**src/rtl/bitacc_pkg.sv**
```systemverilog
package bitacc_pkg;
  typedef enum logic [2:0] {
    OP_SET  = 3'd0,
    OP_CLR  = 3'd1,
    OP_INV  = 3'd2,
    OP_TEST = 3'd3,
    OP_PUT  = 3'd4
  } bit_op_e;

  typedef enum logic [1:0] {
    ST_IDLE = 2'd0,
    ST_READ = 2'd1,
    ST_DATA = 2'd2
  } acc_state_e;

  // Codes that alter the selected bit; all others only report it.
  function automatic logic op_writes(input logic [2:0] op);
    return (op == OP_SET) || (op == OP_CLR) || (op == OP_INV) || (op == OP_PUT);
  endfunction
endpackage

```
**src/rtl/bitacc_map.sv**
```systemverilog
module bitacc_map #(
  parameter int AW = 8,
  parameter int DW = 8,
  parameter int PW = $clog2(DW),
  parameter logic [AW-1:0] WIN_BASE = 8'h20
) (
  input  logic [AW-1:0] bit_addr,
  output logic [AW-1:0] byte_addr,
  output logic [PW-1:0] bit_pos
);
  localparam int TOP = AW - 1;

  logic upper;
  assign upper   = bit_addr[TOP];
  assign bit_pos = bit_addr[PW-1:0];

  // lower half indexes a window; R3: upper half hits multiples of DW.
  always_comb begin
    if (upper) byte_addr = {bit_addr[TOP:PW], {PW{1'b0}}};
    else       byte_addr = WIN_BASE + AW'(bit_addr[TOP-1:PW]);
  end
endmodule

```
**src/rtl/bitacc_modify.sv**
```systemverilog
module bitacc_modify
  import bitacc_pkg::*;
#(
  parameter int DW = 8,
  parameter int PW = $clog2(DW)
) (
  input  logic [DW-1:0] old_byte,
  input  logic [PW-1:0] pos,
  input  logic [2:0]    op,
  input  logic          put_val,
  output logic [DW-1:0] new_byte,
  output logic          old_bit
);
  logic nb;

  assign old_bit = old_byte[pos];

  always_comb begin
    case (op)
      OP_SET:  nb = 1'b1;
      OP_CLR:  nb = 1'b0;
      OP_INV:  nb = ~old_bit;
      OP_PUT:  nb = put_val;
      default: nb = old_bit;
    endcase
  end

  for (genvar i = 0; i < DW; i++) begin : g_lane
    assign new_byte[i] = (pos == PW'(i)) ? nb : old_byte[i];
  end
endmodule

```
**src/rtl/bitacc_unit.sv**
```systemverilog
module bitacc_unit
  import bitacc_pkg::*;
#(
  parameter int AW = 8,
  parameter int DW = 8,
  parameter logic [AW-1:0] WIN_BASE = 8'h20
) (
  input  logic          clk,
  input  logic          rst_n,
  input  logic          cmd_valid,
  output logic          cmd_ready,
  input  logic [2:0]    cmd_op,
  input  logic [AW-1:0] cmd_bitaddr,
  input  logic          cmd_value,
  output logic          rd_en,
  output logic [AW-1:0] rd_addr,
  input  logic [DW-1:0] rd_data,
  output logic          wr_en,
  output logic [AW-1:0] wr_addr,
  output logic [DW-1:0] wr_data,
  output logic          done,
  output logic          test_bit
);
  localparam int PW = $clog2(DW);

  acc_state_e    state;
  logic [2:0]    op_q;
  logic          val_q;
  logic [AW-1:0] byte_q;
  logic [PW-1:0] pos_q;
  logic          done_q;
  logic          bit_q;

  logic [AW-1:0] map_byte;
  logic [PW-1:0] map_pos;
  logic [DW-1:0] mod_byte;
  logic          mod_old;
  logic          accept;

  bitacc_map #(.AW(AW), .DW(DW), .PW(PW), .WIN_BASE(WIN_BASE)) u_map (
    .bit_addr (cmd_bitaddr),
    .byte_addr(map_byte),
    .bit_pos  (map_pos)
  );

  bitacc_modify #(.DW(DW), .PW(PW)) u_mod (
    .old_byte(rd_data),
    .pos     (pos_q),
    .op      (op_q),
    .put_val (val_q),
    .new_byte(mod_byte),
    .old_bit (mod_old)
  );

  assign cmd_ready = (state == ST_IDLE);
  assign accept    = cmd_valid && cmd_ready;

  always_ff @(posedge clk) begin
    if (!rst_n) begin
      state  <= ST_IDLE;
      op_q   <= OP_TEST;
      val_q  <= 1'b0;
      byte_q <= '0;
      pos_q  <= '0;
      done_q <= 1'b0;
      bit_q  <= 1'b0;
    end else begin
      done_q <= 1'b0;
      case (state)
        ST_IDLE: if (accept) begin
          op_q   <= cmd_op;
          val_q  <= cmd_value;
          byte_q <= map_byte;
          pos_q  <= map_pos;
          state  <= ST_READ;
        end
        ST_READ: state <= ST_DATA;
        ST_DATA: begin
          done_q <= 1'b1;
          bit_q  <= mod_old;
          state  <= ST_IDLE;
        end
        default: state <= ST_IDLE;
      endcase
    end
  end

  assign rd_en    = (state == ST_READ);
  assign rd_addr  = byte_q;
  assign wr_en    = (state == ST_DATA) && op_writes(op_q);
  assign wr_addr  = byte_q;
  assign wr_data  = mod_byte;
  assign done     = done_q;
  assign test_bit = bit_q;

  assert_accept_reads_R5: assert property (@(posedge clk) disable iff (!rst_n)
    cmd_valid && cmd_ready |=> rd_en);
  assert_single_read_R5: assert property (@(posedge clk) disable iff (!rst_n)
    rd_en |=> !rd_en);
  assert_write_follows_read_R6: assert property (@(posedge clk) disable iff (!rst_n)
    wr_en |-> $past(rd_en) && (wr_addr == $past(rd_addr)));
  assert_one_bit_changed_R6: assert property (@(posedge clk) disable iff (!rst_n)
    wr_en |-> $countones(wr_data ^ rd_data) <= 1);
  assert_done_pulse_R8: assert property (@(posedge clk) disable iff (!rst_n)
    done |=> !done);
  assert_ready_on_done_R8: assert property (@(posedge clk) disable iff (!rst_n)
    done |-> cmd_ready);
  assert_busy_no_accept_R1: assert property (@(posedge clk) disable iff (!rst_n)
    rd_en |-> !cmd_ready);
  assert_bit_held_R9: assert property (@(posedge clk) disable iff (!rst_n)
    !done |-> $stable(test_bit));
endmodule

```
**config.mk**
```make
export PLATFORM = sky130hd
export DESIGN_NAME = bitacc_unit
export DESIGN_NICKNAME = d
export VERILOG_FILES = /design/src/rtl/bitacc_pkg.sv /design/src/rtl/bitacc_map.sv /design/src/rtl/bitacc_modify.sv /design/src/rtl/bitacc_unit.sv
export SDC_FILE = /design/constraint.sdc
export NUM_CORES = 1
export LEC_CHECK = 0
export ABC_AREA = 0
export BUFFER_PORTS_ARGS = -buffer_cell sky130_fd_sc_hd__buf_4
export CAP_MARGIN = 20
export CORE_MARGIN = 2
export CORE_UTILIZATION = 45
export DETAILED_ROUTE_END_ITERATION = 7
export PLACE_DENSITY = 0.75
export SLEW_MARGIN = 20
export SYNTH_ARGS = -nofsm -noshare
export SYNTH_HDL_FRONTEND = slang
export SYNTH_SLANG_ARGS = --single-unit
```
**constraint.sdc**
```tcl
create_clock -name clk -period 1.9 [get_ports clk]
set_clock_uncertainty 0.2 [all_clocks]
set_input_delay 0.095 -clock clk [delete_from_list [all_inputs] [get_ports clk]]
set_output_delay 0.095 -clock clk [all_outputs]
set_load 0.005 [all_outputs]
```
======== Word-level counts from Yosys, hierarchy flattened ========
Cells that the tools add are included.
operators by class
  add/subtract/negate cells ............... 1
  magnitude comparators ................... 1
  eq/ne operators ......................... 13
  mux-type cells .......................... 15
  bitwise logic cells ..................... 1
  reduce and logical (&&, ||, !) cells .... 9
operators with widths
  cell                                                                     number
  3-bit equality test, second input constant                               5
  1-bit two-way mux                                                        10
  3-bit by 2-bit equality test with 1-bit output, second input constant    3
  8-bit two-way mux                                                        1
  6-bit by 4-bit adder with 7-bit output, first input constant             1
  3-bit by 1-bit equality test with 1-bit output, second input constant    2
  3-bit logical NOT                                                        2
  3-bit by 4-bit < comparator with 1-bit output, second input constant     1
  1-bit case mux with 4 select lines                                       1
  2-bit case mux with 2 select lines                                       1
  1-bit binary-select mux with 3-bit select                                1
  1-bit logical OR                                                         3
  2-bit by 1-bit equality test with 1-bit output, second input constant    1
  2-bit equality test, second input constant                               1
  1-bit logical AND                                                        2
  2-bit logical NOT                                                        1
  2-bit two-way mux                                                        1
  2-bit by 1-bit inequality test with 1-bit output, second input constant  1
  2-bit AND reduction                                                      1
  1-bit NOT                                                                1
word-level totals
  register bits ........................... 19
  input bits .............................. 23
  output and inout port bits .............. 29
  word-level logic and storage cells ...... 47

======== Depth between registers and ports, before layout ========
  word-level depth ........................ 5
  mapped depth ............................ 6
  gate-level depth less buffers ........... 5

======== By module ========
Synthesis repeated with hierarchy kept, for this count alone.
unflattened totals
  cells, all modules ...................... 146
  area, all modules ....................... 1169.9 um^2
modules (own cells, without submodules)
  module         times used  cells each  area each (um^2)  seq. area each (um^2)
  bitacc_unit    1           88          787.0             380.4
  bitacc_modify  1           47          290.3             0.0
  bitacc_map     1           11          92.6              0.0

======== Worst setup path before layout ========
Ideal clock, no wire load.
  path kind ............................... reg2out
  start ................................... register pos_q[2]
  end ..................................... output port wr_data[2]
  arrival time ............................ 1400 ps
  data required time ...................... 1605 ps
  path slack .............................. 205 ps
  stages on the path, launching flop included .. 7
  path buffers ............................ 1
  cell sequence ........................... dfxtp_1 -> buf_6 -> nor2b_1 -> a32o_2 -> nor3_2 -> mux2i_1 -> a31oi_1
between the ends
  longest elaborated chain between the ends .. 5
  elaborated cells on any way between the ends .. 6
  classes of those cells .................. eq/ne (1); mux (4); bitwise (1)
RTL lines
  element                                    RTL line             RTL
  start, declared                            bitacc_unit.sv:30    logic [PW-1:0] pos_q;
  start signal, assigned                     bitacc_unit.sv:74    pos_q <= map_pos;
  1-bit binary-select mux with 3-bit select  bitacc_modify.sv:16  assign old_bit = old_byte[pos];
  1-bit two-way mux (implied by the code)    bitacc_modify.sv:16
  1-bit NOT                                  bitacc_modify.sv:22  OP_INV: nb = ~old_bit;
  1-bit case mux with 4 select lines         bitacc_modify.sv:19  case (op)
  1-bit two-way mux (*)                      bitacc_modify.sv:29  assign new_byte[i] = (pos == PW'(i)) ? nb : old_byte[i];
  end, declared                              bitacc_unit.sv:20    output logic [DW-1:0] wr_data,
Mark *: on every way between the ends. The rest lies on a longest branch, timed or not. The select of a mux whose other input is x is not followed.

======== Worst setup path after layout ========
Ends and elaborated chain as after synthesis.

==> load_flow_metrics.sql <==
INSERT INTO impl_metrics (metric_group, metric, value, unit) VALUES
('floorplanning', 'io_pins', '52', ''),
('final_layout', 'drive_above_1_share', '40.0', '%'),
('sta', 'tns', '-1490', 'ps'),
('synth', 'netlist_instances', '134', ''),
('sta', 'timing.final.hold_violations', '0', ''),
('synth', 'share_of_synthesized_area_spent_on_multiplexers', '5.60', '%'),
('sta', 'final-setup-viol-count', '8', ''),
('cts', 'buffers_from_clock_root_to_sink_at_most', '2', ''),
('global_route', 'grt_antenna_before_repair', '0', ''),
('floorplanning', 'floorplan.die.height', '52.8', 'um'),
('pwr', 'internal_power_contribution', '0.000689', 'W'),
('pwr', 'cellPowerDensity', '557', 'nW/um^2'),
('sta', 'timing.slew.headroom', '63.6', '%'),
('sta', 'hold_ws', '280', 'ps'),
('critical_path', 'critical_path.max_fanout', '6', ''),
('pwr', 'power_frac_seq', '46.3', '%'),
('synth', 'synth_area_in_simple_gates', '27.1', '%'),
('drt', 'wl_per_cell', '12.0', 'um'),
('hold_path', 'min_path_type', 'reg2reg', ''),
('synth', 'ys_dominant_reg_cell', 'sky130_fd_sc_hd__dfxtp_1', ''),
('synth', 'ys_seq_elements', '19', ''),
('pwr', 'max-vdd-ir-drop', '0.000409', 'V'),
('synth', 'synth_area_per_cell', '8.00', 'um^2'),
('synth', 'yosysSeqAreaShare', '35.5', '%'),
('global_route', 'grt_max_degree', '20', ''),
('drt', 'drt-vias-per-instance', '5.04', ''),
('cts', 'root_buffer', 'sky130_fd_sc_hd__clkbuf_4', ''),
('sta', 'finalCriticalPeriod', '2160', 'ps'),
('floorplanning', 'area_enclosed_by_the_die_boundary', '2790', 'um^2'),
('global_route', 'grt_first_pass_wirelength', '4370', 'um'),
('drt', 'routed_wl', '2740', 'um'),
('cts', 'clkLatencyLatePin', '280', 'ps'),
('critical_path', 'kind_of_start_point_of_the_critical_path', 'register', ''),
('sta', 'grt_setup_unrepaired', 'true', ''),
('run', 'drv_cap', '0', ''),
('global_route', 'number_of_global_route_vias_before_repair', '1053', ''),
('sta', 'drv_slew', '0', ''),
('final_layout', 'fillCellCount', '166', ''),
('synth', 'synth_enable_flop_cells', '0', ''),
('synth', 'dominant_combinational_cell_family_by_area_after_synthesis', 'simple AND/OR/NAND/NOR gates', ''),
('pwr', 'power.clock.fraction', '20.2', '%'),
('cts', 'cts_tree', 'done', ''),
('cts', 'cts_buffers', '3', ''),
('drt', 'antenna_violating_nets_post_route', '0', ''),
('cts', 'clock_pin_slew_on_the_worst_setup_and_hold_paths', '100', 'ps'),
('sta', 'fin_ws', '-259', 'ps'),
('synth', 'synth.lib_cells_used.distinct', '30', ''),
('synth', 'synth_xor_xnor_area_share', '0.817', '%'),
('sta', 'worst_pin_slew', '546', 'ps'),
('final_layout', 'mostFrequentLayoutCell', 'sky130_fd_sc_hd__buf_4', ''),
('placement', 'gp_congestion', '0.726', ''),
('cts', 'cts-htree-levels', '1', ''),
('final_layout', 'nets', '224', ''),
('global_route', 'grt_remaining_overflow', '0', ''),
('final_layout', 'synthToLayoutAreaGrowth', '61.1', '%'),
('outcome', 'outcome', 'complete, but fails checks', ''),
('drt', 'drt_iter0_drcs', '21', ''),
('pwr', 'power.total', '0.000963', 'W'),
('critical_path', 'critical_path_class', 'reg2out', ''),
('floorplanning', 'die_width', '52.8', 'um'),
('sta', 'finalCritPeriodShare', '114', '%'),
('pwr', 'static-leakage-power', '0.783', 'nW'),
('synth', 'synth_compound_gate_area_share', '20.9', '%'),
('synth', 'share_of_synthesized_cell_area_in_full_adder_half_adder_and_majority_cells', '0', '%'),
('synth', 'mappedNetlistNets', '157', ''),
('pwr', 'power.switching', '0.000274', 'W'),
('synth', 'netlist_area', '1070', 'um^2'),
('drt', 'vias', '1148', ''),
('floorplanning', 'initial_core_util', '48.0', '%'),
('floorplanning', 'floorplan.rows', '17', ''),
('outcome', 'violations_in_the_final_reports', 'setup timing', '');
[per-stage QoR]
step,area (um^2),setup slack (ps),utilization (%),instances
global route,1730,-296,77.4,228
finish,1730,-259,77.4,228
CTS,1690,-231,75.6,227
global placement,1460,13.9,65.4,207
floorplan,1070,205,-,134
detailed placement,1460,-121,65.4,207
[sequential cells by signal (all words and copies together), names as in the netlist]
name,count
test_bit,1
rd_addr,8
state,2
pos_q,3
val_q,1
done,1
op_q,3
[cell families after synthesis]
group           Yosys count
xor+xnor                  1
compound gates           32
simple gates             59
mux                       6
flops                    19
buf+inv                  17
[what timing repair did]
action / 4_1_cts / 5_1_grt
setup buffers: 1 / 1
pin swaps: 12 / 4
endpoints found under the hold margin: 19 / 0
endpoints found under the setup margin: 8 / 8
gates resized for setup: 15 / 6
hold buffers: 15 / 0
[path summary, 6_finish.rpt]
| kind | start | endpoint | slack, ps | cells past startpoint |
|---|---|---|---|---|
| max | pos_q[2] | wr_data[2] | -260 | 7 |
| min | rd_addr[0] | rd_addr[0] | 280 | 2 |
| max reg2reg | pos_q[2] | test_bit | 170 | 7 |
| min reg2reg | rd_addr[0] | rd_addr[0] | 280 | 2 |
[power by group through the flow]
stage | logic (W) | registers, W | clock network [W]
2_1_floorplan | 0.000142 | 0.000448 | 0
3_3_place_gp | 0.000252 | 0.000453 | 0
3_5_place_dp | 0.000257 | 0.000455 | 0
4_1_cts | 0.000308 | 0.000446 | 0.000205
5_1_grt | 0.000351 | 0.000452 | 0.000222
6_report | 0.000322 | 0.000446 | 0.000195
[layer usage]
layer | track usage (%) | share of wire, % | vias up
met4 | 2.56 | 0.51 | 0
met1 | 23.8 | 44 | 519
met3 | 3.14 | 5.4 | 2
li1 | - | - | 586
met5 | 0 | 0 | -
met2 | 39.8 | 50 | 41
[cells in the mapped netlist, types with 2 or more instances]
library cell               instances  area (um^2)
sky130_fd_sc_hd__nand2_1          28          105
sky130_fd_sc_hd__dfxtp_1          19          380
sky130_fd_sc_hd__a21boi_0         11         82.6
sky130_fd_sc_hd__buf_4             9         67.6
sky130_fd_sc_hd__mux2i_1           6         60.1
sky130_fd_sc_hd__nand3b_1          6         45.0
sky130_fd_sc_hd__nor2_1            6         22.5
sky130_fd_sc_hd__a21oi_1           5         25.0
sky130_fd_sc_hd__nand3_1           5         25.0
sky130_fd_sc_hd__nor2b_1           4         25.0
sky130_fd_sc_hd__a31oi_1           3         18.8
sky130_fd_sc_hd__and2_1            3         18.8
sky130_fd_sc_hd__buf_2             3         15.0
sky130_fd_sc_hd__clkbuf_1          3         11.3
sky130_fd_sc_hd__o21ai_0           3         15.0
sky130_fd_sc_hd__o21ai_1           3         15.0
sky130_fd_sc_hd__nand2b_1          2         12.5
sky130_fd_sc_hd__o211a_1           2         20.0
sky130_fd_sc_hd__o21a_1            2         15.0
[area by class of cell]
class / instances / area, um^2 / area share (%)
timing repair buffer: 78 / 627 / 36.3
clock buffer: 4 / 26.3 / 1.52
tap: 28 / 35.0 / 2.03
inverter: 1 / 3.75 / 0.217
sequential: 19 / 392 / 22.7
multi-input combinational: 98 / 644 / 37.3
[worst max-delay path: stages, from the launching register on]
cell and delay, ps:
sky130_fd_sc_hd__dfxtp_4 380, sky130_fd_sc_hd__buf_6 120, sky130_fd_sc_hd__nand3b_1 170, sky130_fd_sc_hd__o2bb2ai_4 100
sky130_fd_sc_hd__nor3_4 220, sky130_fd_sc_hd__mux2i_2 300, sky130_fd_sc_hd__a31oi_1 150, sky130_fd_sc_hd__buf_4 160
Note: power is estimated with default switching activity, not from simulation.
